[src/rtl/gibbs_pkg.sv]
package gibbs_pkg;
  localparam int FRAC_W = 8;
  localparam int EXP_W  = 16;
  localparam int SUM_W  = 32;
  localparam int RAND_W = 32;

  typedef enum logic [1:0] {ST_IDLE, ST_ACCUM, ST_THRESH, ST_SCAN} state_e;

  // cubic Taylor remainder at the centre of a 16-step fraction segment
  function automatic logic [EXP_W-1:0] nexp_corr(input int seg);
    int m;
    m = seg * 16 + 8;
    return EXP_W'((m * m * m) / 1536);
  endfunction
endpackage

[src/rtl/gibbs_cost_table.sv]
module gibbs_cost_table #(
  parameter int NUM_LABELS = 4,
  parameter int COST_W     = 16,
  localparam int LBL_W  = (NUM_LABELS > 1) ? $clog2(NUM_LABELS) : 1,
  localparam int TAB_AW = $clog2(NUM_LABELS * NUM_LABELS),
  localparam int SUM4_W = COST_W + 2
) (
  input  logic              clk_i,
  input  logic              we_i,
  input  logic [TAB_AW-1:0] waddr_i,
  input  logic [COST_W-1:0] wdata_i,
  input  logic [LBL_W-1:0]  cand_i,
  input  logic [LBL_W-1:0]  nbr_i [4],
  output logic [SUM4_W-1:0] sum_o
);
  logic [COST_W-1:0] mem_q [NUM_LABELS*NUM_LABELS];
  logic [COST_W-1:0] cost [4];

  always_ff @(posedge clk_i) begin
    if (we_i) mem_q[waddr_i] <= wdata_i;
  end

  for (genvar g = 0; g < 4; g++) begin : g_rd
    assign cost[g] = mem_q[TAB_AW'(int'(cand_i) * NUM_LABELS + int'(nbr_i[g]))];
  end

  always_comb begin
    sum_o = '0;
    for (int i = 0; i < 4; i++) sum_o = sum_o + SUM4_W'(cost[i]);
  end
endmodule

[src/rtl/gibbs_nexp.sv]
module gibbs_nexp
  import gibbs_pkg::*;
#(
  parameter int X_W = 19
) (
  input  logic [X_W-1:0]   x_i,
  output logic [EXP_W-1:0] y_o
);
  logic [FRAC_W-1:0] frac;
  logic [X_W-1:0]    ipart;
  logic [18:0]       fx, poly;
  logic [EXP_W-1:0]  mant;
  logic [EXP_W-1:0]  corr_tab [16];

  always_comb begin
    for (int s = 0; s < 16; s++) corr_tab[s] = nexp_corr(s);
  end

  always_comb begin
    frac  = x_i[FRAC_W-1:0];
    ipart = x_i >> FRAC_W;
    fx    = 19'(frac);
    poly  = 19'd65536 + ((fx * fx) >> 1) - (fx << 8) - 19'(corr_tab[frac[7:4]]);
    mant  = (poly > 19'd65535) ? 16'hFFFF : poly[15:0];
    y_o   = (ipart >= X_W'(16)) ? '0 : (mant >> ipart[3:0]);
  end
endmodule

[src/rtl/gibbs_sum_fifo.sv]
module gibbs_sum_fifo #(
  parameter int W     = 32,
  parameter int DEPTH = 4,
  localparam int PW = (DEPTH > 1) ? $clog2(DEPTH) : 1
) (
  input  logic         clk_i,
  input  logic         rst_ni,
  input  logic         flush_i,
  input  logic         push_i,
  input  logic [W-1:0] data_i,
  input  logic         pop_i,
  output logic [W-1:0] head_o
);
  logic [W-1:0]  mem_q [DEPTH];
  logic [PW-1:0] wr_q, rd_q;

  function automatic logic [PW-1:0] bump(input logic [PW-1:0] p);
    return (p == PW'(DEPTH-1)) ? '0 : p + PW'(1);
  endfunction

  always_ff @(posedge clk_i) begin
    if (push_i) mem_q[wr_q] <= data_i;
  end

  always_ff @(posedge clk_i or negedge rst_ni) begin
    if (!rst_ni) begin
      wr_q <= '0;
      rd_q <= '0;
    end else if (flush_i) begin
      wr_q <= '0;
      rd_q <= '0;
    end else begin
      if (push_i) wr_q <= bump(wr_q);
      if (pop_i)  rd_q <= bump(rd_q);
    end
  end

  assign head_o = mem_q[rd_q];
endmodule

[src/rtl/gibbs_node_sampler.sv]
module gibbs_node_sampler
  import gibbs_pkg::*;
#(
  parameter int NUM_LABELS = 4,
  parameter int COST_W     = 16,
  parameter int BETA_SHIFT = 0,
  localparam int LBL_W  = (NUM_LABELS > 1) ? $clog2(NUM_LABELS) : 1,
  localparam int TAB_AW = $clog2(NUM_LABELS * NUM_LABELS)
) (
  input  logic                         clk_i,
  input  logic                         rst_ni,
  input  logic                         tbl_we_i,
  input  logic [TAB_AW-1:0]            tbl_waddr_i,
  input  logic [COST_W-1:0]            tbl_wdata_i,
  input  logic                         start_i,
  output logic                         ready_o,
  input  logic [NUM_LABELS*COST_W-1:0] data_cost_i,
  input  logic [LBL_W-1:0]             nbr_n_i,
  input  logic [LBL_W-1:0]             nbr_s_i,
  input  logic [LBL_W-1:0]             nbr_e_i,
  input  logic [LBL_W-1:0]             nbr_w_i,
  input  logic [RAND_W-1:0]            rand_i,
  output logic                         done_o,
  output logic [LBL_W-1:0]             label_o
);
  localparam int TOT_W = COST_W + 3;

  state_e                      state_q;
  logic [LBL_W-1:0]            idx_q, label_q;
  logic [SUM_W-1:0]            acc_q, thr_q, acc_nxt, head;
  logic [NUM_LABELS*COST_W-1:0] dcost_q;
  logic [LBL_W-1:0]            nbr_q [4];
  logic [RAND_W-1:0]           rand_q;
  logic                        done_q;

  logic [COST_W-1:0]  dc_k;
  logic [COST_W+1:0]  smooth_sum;
  logic [TOT_W-1:0]   total, x_beta;
  logic [EXP_W-1:0]   weight;
  logic               accept, last, hit;

  gibbs_cost_table #(.NUM_LABELS(NUM_LABELS), .COST_W(COST_W)) u_tab (
    .clk_i   (clk_i),
    .we_i    (tbl_we_i),
    .waddr_i (tbl_waddr_i),
    .wdata_i (tbl_wdata_i),
    .cand_i  (idx_q),
    .nbr_i   (nbr_q),
    .sum_o   (smooth_sum)
  );

  always_comb begin
    dc_k   = dcost_q[int'(idx_q)*COST_W +: COST_W];
    total  = TOT_W'(dc_k) + TOT_W'(smooth_sum);
    x_beta = total >> BETA_SHIFT;
  end

  gibbs_nexp #(.X_W(TOT_W)) u_exp (
    .x_i (x_beta),
    .y_o (weight)
  );

  assign accept  = (state_q == ST_IDLE) && start_i;
  assign acc_nxt = acc_q + SUM_W'(weight);
  assign last    = (idx_q == LBL_W'(NUM_LABELS-1));
  assign hit     = head > thr_q;

  gibbs_sum_fifo #(.W(SUM_W), .DEPTH(NUM_LABELS)) u_fifo (
    .clk_i   (clk_i),
    .rst_ni  (rst_ni),
    .flush_i (accept),
    .push_i  (state_q == ST_ACCUM),
    .data_i  (acc_nxt),
    .pop_i   (state_q == ST_SCAN),
    .head_o  (head)
  );

  always_ff @(posedge clk_i or negedge rst_ni) begin
    if (!rst_ni) begin
      state_q <= ST_IDLE;
      idx_q   <= '0;
      acc_q   <= '0;
      thr_q   <= '0;
      dcost_q <= '0;
      rand_q  <= '0;
      done_q  <= 1'b0;
      label_q <= '0;
      for (int i = 0; i < 4; i++) nbr_q[i] <= '0;
    end else begin
      done_q <= 1'b0;
      unique case (state_q)
        ST_IDLE: if (start_i) begin
          dcost_q  <= data_cost_i;
          rand_q   <= rand_i;
          nbr_q[0] <= nbr_n_i;
          nbr_q[1] <= nbr_s_i;
          nbr_q[2] <= nbr_e_i;
          nbr_q[3] <= nbr_w_i;
          idx_q    <= '0;
          acc_q    <= '0;
          state_q  <= ST_ACCUM;
        end
        ST_ACCUM: begin
          acc_q <= acc_nxt;
          if (last) begin
            idx_q   <= '0;
            state_q <= ST_THRESH;
          end else begin
            idx_q <= idx_q + LBL_W'(1);
          end
        end
        ST_THRESH: begin
          thr_q   <= SUM_W'((64'(acc_q) * 64'(rand_q)) >> 32);
          state_q <= ST_SCAN;
        end
        ST_SCAN: begin
          if (hit || last) begin
            label_q <= idx_q;
            done_q  <= 1'b1;
            state_q <= ST_IDLE;
          end else begin
            idx_q <= idx_q + LBL_W'(1);
          end
        end
        default: state_q <= ST_IDLE;
      endcase
    end
  end

  assign ready_o = (state_q == ST_IDLE);
  assign done_o  = done_q;
  assign label_o = label_q;
endmodule

[config.mk]
export PLATFORM = sky130hd
export DESIGN_NAME = gibbs_node_sampler
export DESIGN_NICKNAME = d
export VERILOG_FILES = /design/src/rtl/gibbs_pkg.sv /design/src/rtl/gibbs_cost_table.sv /design/src/rtl/gibbs_nexp.sv /design/src/rtl/gibbs_sum_fifo.sv /design/src/rtl/gibbs_node_sampler.sv
export SDC_FILE = /design/constraint.sdc
export NUM_CORES = 2
export LEC_CHECK = 0
export ABC_AREA = 1
export BUFFER_PORTS_ARGS = -buffer_cell sky130_fd_sc_hd__buf_4
export CORE_ASPECT_RATIO = 0.75
export CORE_UTILIZATION = 65
export DETAILED_ROUTE_END_ITERATION = 10
export PLACE_DENSITY = 0.79
export SYNTH_ARGS = -nofsm -noshare
export SYNTH_HDL_FRONTEND = slang
export SYNTH_SLANG_ARGS = --single-unit
[constraint.sdc]
create_clock -name clk_i -period 23.2 [get_ports clk_i]
set_input_delay 2.32 -clock clk_i [delete_from_list [all_inputs] [get_ports clk_i]]
set_output_delay 2.32 -clock clk_i [all_outputs]
set_load 0.02 [all_outputs]
# [Yosys cells after proc, flatten, opt, wreduce, memory -nomap -nowiden]
# Memories as Yosys holds them, arrays and structs flattened.
# Index checks and enable logic that the tools add are counted.
[totals] ramBits=384 rom_bits=256 mem_count=3 word_cells=89 reg_bits=179
[mem_list] name="(name not given)" depth=16 word_bits=16 read_ports=1 rd_ports_with_merged_regs=0 wr=0 line_no="gibbs_nexp.sv:23" text="poly = 19'd65536 + ((fx * fx) >> 1) - (fx << 8) - 19'(corr_tab[frac[7:4]]);"
[mem_list] name="u_tab.mem_q" depth=16 word_bits=16 read_ports=4 rd_ports_with_merged_regs=0 wr=1 line_no="gibbs_cost_table.sv:16" text="logic [COST_W-1:0] mem_q [NUM_LABELS*NUM_LABELS];"
[mem_list] name="u_fifo.mem_q" depth=4 word_bits=32 read_ports=1 rd_ports_with_merged_regs=0 wr=1 line_no="gibbs_sum_fifo.sv:14" text="logic [W-1:0] mem_q [DEPTH];"
[classes] n_bitwise=1 eq_ne=10 order_cmp=4 n_shift=2 add_sub_neg=15 n_reduce_logical=12 muxes=26 n_mul=2
[ops] op="$mul A32 B32 Y64" count=1
[ops] op="$mux W16" count=4
[ops] op="$pmux W32 S2" count=1
[ops] op="$shiftx A64 B7 Y16" count=1
[ops] op="$sub A19 B16 Y19" count=2
[ops] op="$add A18 B16 Y18" count=2
[ops] op="$add A32 B16 Y32" count=1
[ops] op="$gt A32 B32 Y1" count=1
[ops] op="$mux W32" count=1
[ops] op="$mux W2" count=12
[ops] op="$add A16 B18 Y19" count=1
[ops] op="$gt A19 B16 Y1 const B" count=1
[ops] op="$add A17 B15 Y18 const A" count=1
[ops] op="$add A16 B16 Y17" count=1
[ops] op="$add A4 B2 Y4" count=4
[ops] op="$mul A8 B8 Y16" count=1
[ops] op="$shr A16 B4 Y16" count=1
[ops] op="$ge A11 B5 Y1 const B" count=1
[ops] op="$eq A2 B2 Y1 const B" count=5
[ops] op="$ne A2 B2 Y1 const B" count=4
[ops] op="$pmux W2 S4" count=1
[ops] op="$add A2 B1 Y2 const B" count=3
[ops] op="$mux W1" count=6
[ops] op="$pmux W2 S3" count=1
[ops] op="10 further kinds" count=15

# [Longest topological paths before layout]
# An unclocked memory read counts as a cell.
[logic_depth] word_depth=17 mapped_depth=82

# [Hierarchy]
# A second synthesis with hierarchy kept.
[hier_totals] hier_cells=9968 hier_area_um2=74682.9
[by_module_without_submodules] mod="gibbs_node_sampler" area_per_inst_um2=45200.9 cells_each=6073 seq_area_each_um2=4379.2 instances=1
[by_module_without_submodules] mod="gibbs_cost_table" area_per_inst_um2=19892.8 cells_each=2694 seq_area_each_um2=7687.4 instances=1
[by_module_without_submodules] mod="gibbs_sum_fifo" area_per_inst_um2=5642.9 cells_each=536 seq_area_each_um2=3943.8 instances=1
[by_module_without_submodules] mod="gibbs_nexp" area_per_inst_um2=3946.3 cells_each=665 seq_area_each_um2=0.0 instances=1

# [Worst setup path after synthesis]
# No wires, ideal clock.
[synth_timing] path_kind="register -> register" start="register nbr_q[6] (netlist name)" end="memory u_fifo.mem_q[0][28] (data pin)" required_ns=22.936 arrival_time_ns=12.355 path_stages_with_launch=73 setup_slack_ns=10.581 path_cell_list="dfrtp_1 > clkbuf_1 > clkbuf_1 > buf_1 > a21oi_1 > o221ai_1 > nand2_1 > ha_1 > inv_1 > fa_1 > nor2_1 > a211oi_1 > xor2_1 > fa_1 > ha_1 > inv_1 > o21ai_0 > xor2_1 > [37 not listed] > nand3_1 > nand3_1 > nand2_1 > nor2_1 > nor2_1 > ha_1 > fa_1 > nand3_1 > nand2_1 > a21oi_1 > o21ai_2 > nand2_1 > nand2_1 > nand2_1 > nor2_2 > nand3_1 > xor2_1 > inv_1"
[synth_between] elab_chain_len=16
[synth_rtl] item="start: declaration" line_no="gibbs_node_sampler.sv:32" text="logic [LBL_W-1:0] nbr_q [4];"
[synth_rtl] item="$add A4 B2 Y4 *" line_no="gibbs_cost_table.sv:24" text="assign cost[g] = mem_q[TAB_AW'(int'(cand_i) * NUM_LABELS + int'(nbr_i[g]))];"
[synth_rtl] item="$mem_v2 Z16 W16 *"
[synth_rtl] item="$add A16 B16 Y17 *" line_no="gibbs_cost_table.sv:29" text="for (int i = 0; i < 4; i++) sum_o = sum_o + SUM4_W'(cost[i]);"
[synth_rtl] item="$add A18 B16 Y18 * (2 in series)" line_no="gibbs_cost_table.sv:29"
[synth_rtl] item="$add A16 B18 Y19 *" line_no="gibbs_node_sampler.sv:54" text="total = TOT_W'(dc_k) + TOT_W'(smooth_sum);"
[synth_rtl] item="branches (longest 8 deep; another with $sub A19 B16 Y19)"
[synth_rtl] item="$mux W16 *" line_no="gibbs_nexp.sv:25" text="y_o = (ipart >= X_W'(16)) ? '0 : (mant >> ipart[3:0]);"
[synth_rtl] item="$add A32 B16 Y32 *" line_no="gibbs_node_sampler.sv:64" text="assign acc_nxt = acc_q + SUM_W'(weight);"
[synth_rtl] item="named net acc_nxt[28]" line_no="gibbs_node_sampler.sv:30" text="logic [SUM_W-1:0] acc_q, thr_q, acc_nxt, head;"
[synth_rtl] item="end: declaration" line_no="gibbs_sum_fifo.sv:14"
# Mark *: on every way through the listed nets, which the timed path passes. The select of a mux whose other input is x is not followed.

# [Worst setup path in the final report]
[layout_timing] start="register nbr_q[4] (netlist name)" end="memory u_fifo.mem_q[1][28] (data pin)"
# The elaborated chain is that of the path after synthesis.

==> results.md <==
* Outcome: finished, final reports clean
* RSZ-0062 raised after global routing: no
* Setup WS post-layout at around 6.8 ns
* Dpl ws at 7.14 ns
* Register area share after synthesis at between 20 and 25%
* Worst-path cell with the longest stage delay: dfrtp_4
* Synth area leader: fa_1
* GPL Wtd Cong at roughly 1.0
* Final setup fails at 0
* Clk slew on worst S/H paths at 0.07 ns
* DR DRC count at 0
* GRT Residual Overflow at 0
* Drt wl/cell at 21.6 um
* Routed Antenna Nets at 0
* Setup Skew at 0.0669 ns
* CTS-repair resized insts at 0
* Data required, critical path at ~24 ns
* Async S/R FF share, synth at between 30% and 40%
* #FFs+latches synth at between 500 and 600
* First-pass detailed-route iteration total at 7
* Synth area leaders: fa_1 27%, edfxtp_1 16%, nand2_1 11%, inv_1 9.8%, ha_1 7.4%
* Crit path kind: register to register
* Final Hold Fails at 0
* Ys flop type: edfxtp_1
* Tot GR Track Use at 40.5%
* Top cells by count, synth: 2163 x nand2_1, 1868 x inv_1, 947 x fa_1, 701 x o21ai_0, 653 x a21oi_1
* CTS tree: yes
* First-pass GRT wire length at 345000 um
* Final slew viol count at 0
* Fillers at a little under 9000
* Post-synth cell types at 55
* Maxcap violations at 0
* Synth warn at 0
* CTS Hold Bufs at 0
* Final nets at slightly above 10000
* Fin crit share at around 71%
* Number of synthesized flops with an enable pin at around 380
* Syn Inst Count at just over 9000
* Syn_area_per_cell at between 7 and 8 um^2
* Postcts setup bufs at 0
* Die area at around 0.11 mm^2
* Most used cell, CP: nand2_1
* FP Rows at about 100
* Slew margin rel. at 9.32%
* DP Wirelength at between 150000 and 200000 um
* Vias in the first global route at 60300
* Initial Util at 66.0%
* Root buffer cell: clkbuf_16
* Core area at 0.108 mm^2
* Crit end category: register
* DRT iter0 DRCs at around 7500
* Total Neg Setup Slack at 0 ns
* Layout area overhead at 5.20%
* H-tree depth at 2
* Max incr delay on CP at about 0.93 ns
* Hold Slack at ~0.48 ns
* Syn Nets at around 11000
* Fmax at between 60 and 70 MHz
* Worst hold-check path type: register to register
* CTS Buffer Depth at 3
* Worst-Margin Slew at 1.36 ns
* CP startpoint kind: register
* Vias per std cell at 6.05
* Worst Path Max Fanout at 89
* Via Count at between 60000 and 70000
* Mapped cell area at between 0.07 and 0.08 mm^2
* Share of cells above drive strength 1 at 4.53%
* Die width at roughly 380 um
* # port buffers at roughly 130
* Final worst path period need at approximately 16 ns
* Largest net degree at the start of global routing at 147
* Initial antenna violation count at 3
* Worst skew pair latency at around 0.70 ns
* Chip height at between 200 and 300 um
* CP arrival at ~17 ns
* Most frequent cell after synthesis: nand2_1
* WL final at ~220000 um
* CTS buffer count at 58
* Synth top area share at 26.6%
* Io pins at 132
* Sink Count at 563
[sequential cells by signal, summed over array words and instances, names as in the netlist]
register      flops
state_q           2
thr_q            32
label_o           2
dcost_q          64
nbr_q             8
u_tab.mem_q     256
idx_q             2
u_fifo.mem_q    128
u_fifo.wr_q       2
rand_q           32
done_o            1
u_fifo.rd_q       2
acc_q            32
[cell families after synthesis]
logic type                 share of synthesized area, %
DFF                                                22.5
xor gates and xnor gates                           1.15
buffers and inverters                              12.8
AOI/OAI and AO/OA                                  12.8
adders and majority gates                          34.0
and+or+nand+nor                                    16.8
[worst max-delay path, delay by kind of cell, from the launching register on]
kind	cells	cell delay, ns
adder cells (fa/ha/maj)	14	5.30
AND/OR/NAND/NOR	29	3.77
buffers and inverters	13	2.65
AO/OA/AOI/OAI	14	2.55
flip-flops	1	0.93
XOR/XNOR	4	0.88
[cells in the final DEF, fill, tap and decap left out, types with 90 or more instances in the layout]
cell type and count:
nor2_1 439, o221ai_1 90, fa_1 947, buf_4 229, edfxtp_1 384, a21oi_1 653
nand2_1 2162, dfrtp_1 167, inv_1 1864, ha_1 421, o21ai_0 701, nand3_1 255
[final cells by class]
| class | instances | area, um^2 | share of cell area (%) |
|---|---|---|---|
| diodes | 1 | 2.50 | 0.00334 |
| clock buffers | 79 | 1670 | 2.23 |
| clock inverters | 31 | 417 | 0.556 |
| inverters | 1881 | 7070 | 9.42 |
| multi-input cells | 6127 | 46300 | 61.7 |
| flip-flops and latches | 563 | 16000 | 21.4 |
| well taps | 1431 | 1790 | 2.39 |
| repair buffers | 230 | 1730 | 2.31 |
[through the flow]
step | std cells | cell area [um^2] | utilization (%)
3_5_place_dp | 10200 | 72900 | 67.5
6_report | 10300 | 75000 | 69.4
4_1_cts | 10300 | 75000 | 69.4
3_3_place_gp | 10200 | 72900 | 67.5
5_1_grt | 10300 | 75000 | 69.4
2_1_floorplan | 9111 | 71300 | -
[layer usage]
layer | global-route usage, % | wire length (um) | part of all wire [%]
met1 | 60.8 | 92800 | 42
met2 | 56.9 | 91300 | 41
met3 | 12.2 | 32800 | 15
met4 | 11.1 | 6600 | 3.0
met5 | 0 | 41 | 0.018
[worst paths after layout]
path	start	to	slack (ns)	cells after the start
max	nbr_q[4]	u_fifo.mem_q[1][28]	6.76	74
min	dcost_q[47]	dcost_q[47]	0.48	2
max reg2reg	nbr_q[4]	u_fifo.mem_q[1][28]	6.76	74
min reg2reg	dcost_q[47]	dcost_q[47]	0.48	2
max in group asynchronous	rst_ni	rand_q[25]	20.05	2
min in group asynchronous	rst_ni	nbr_q[3]	1.66	1
Power is not shown: default switching activity piles up to over one toggle a cycle in this logic, so the estimate is an artifact.
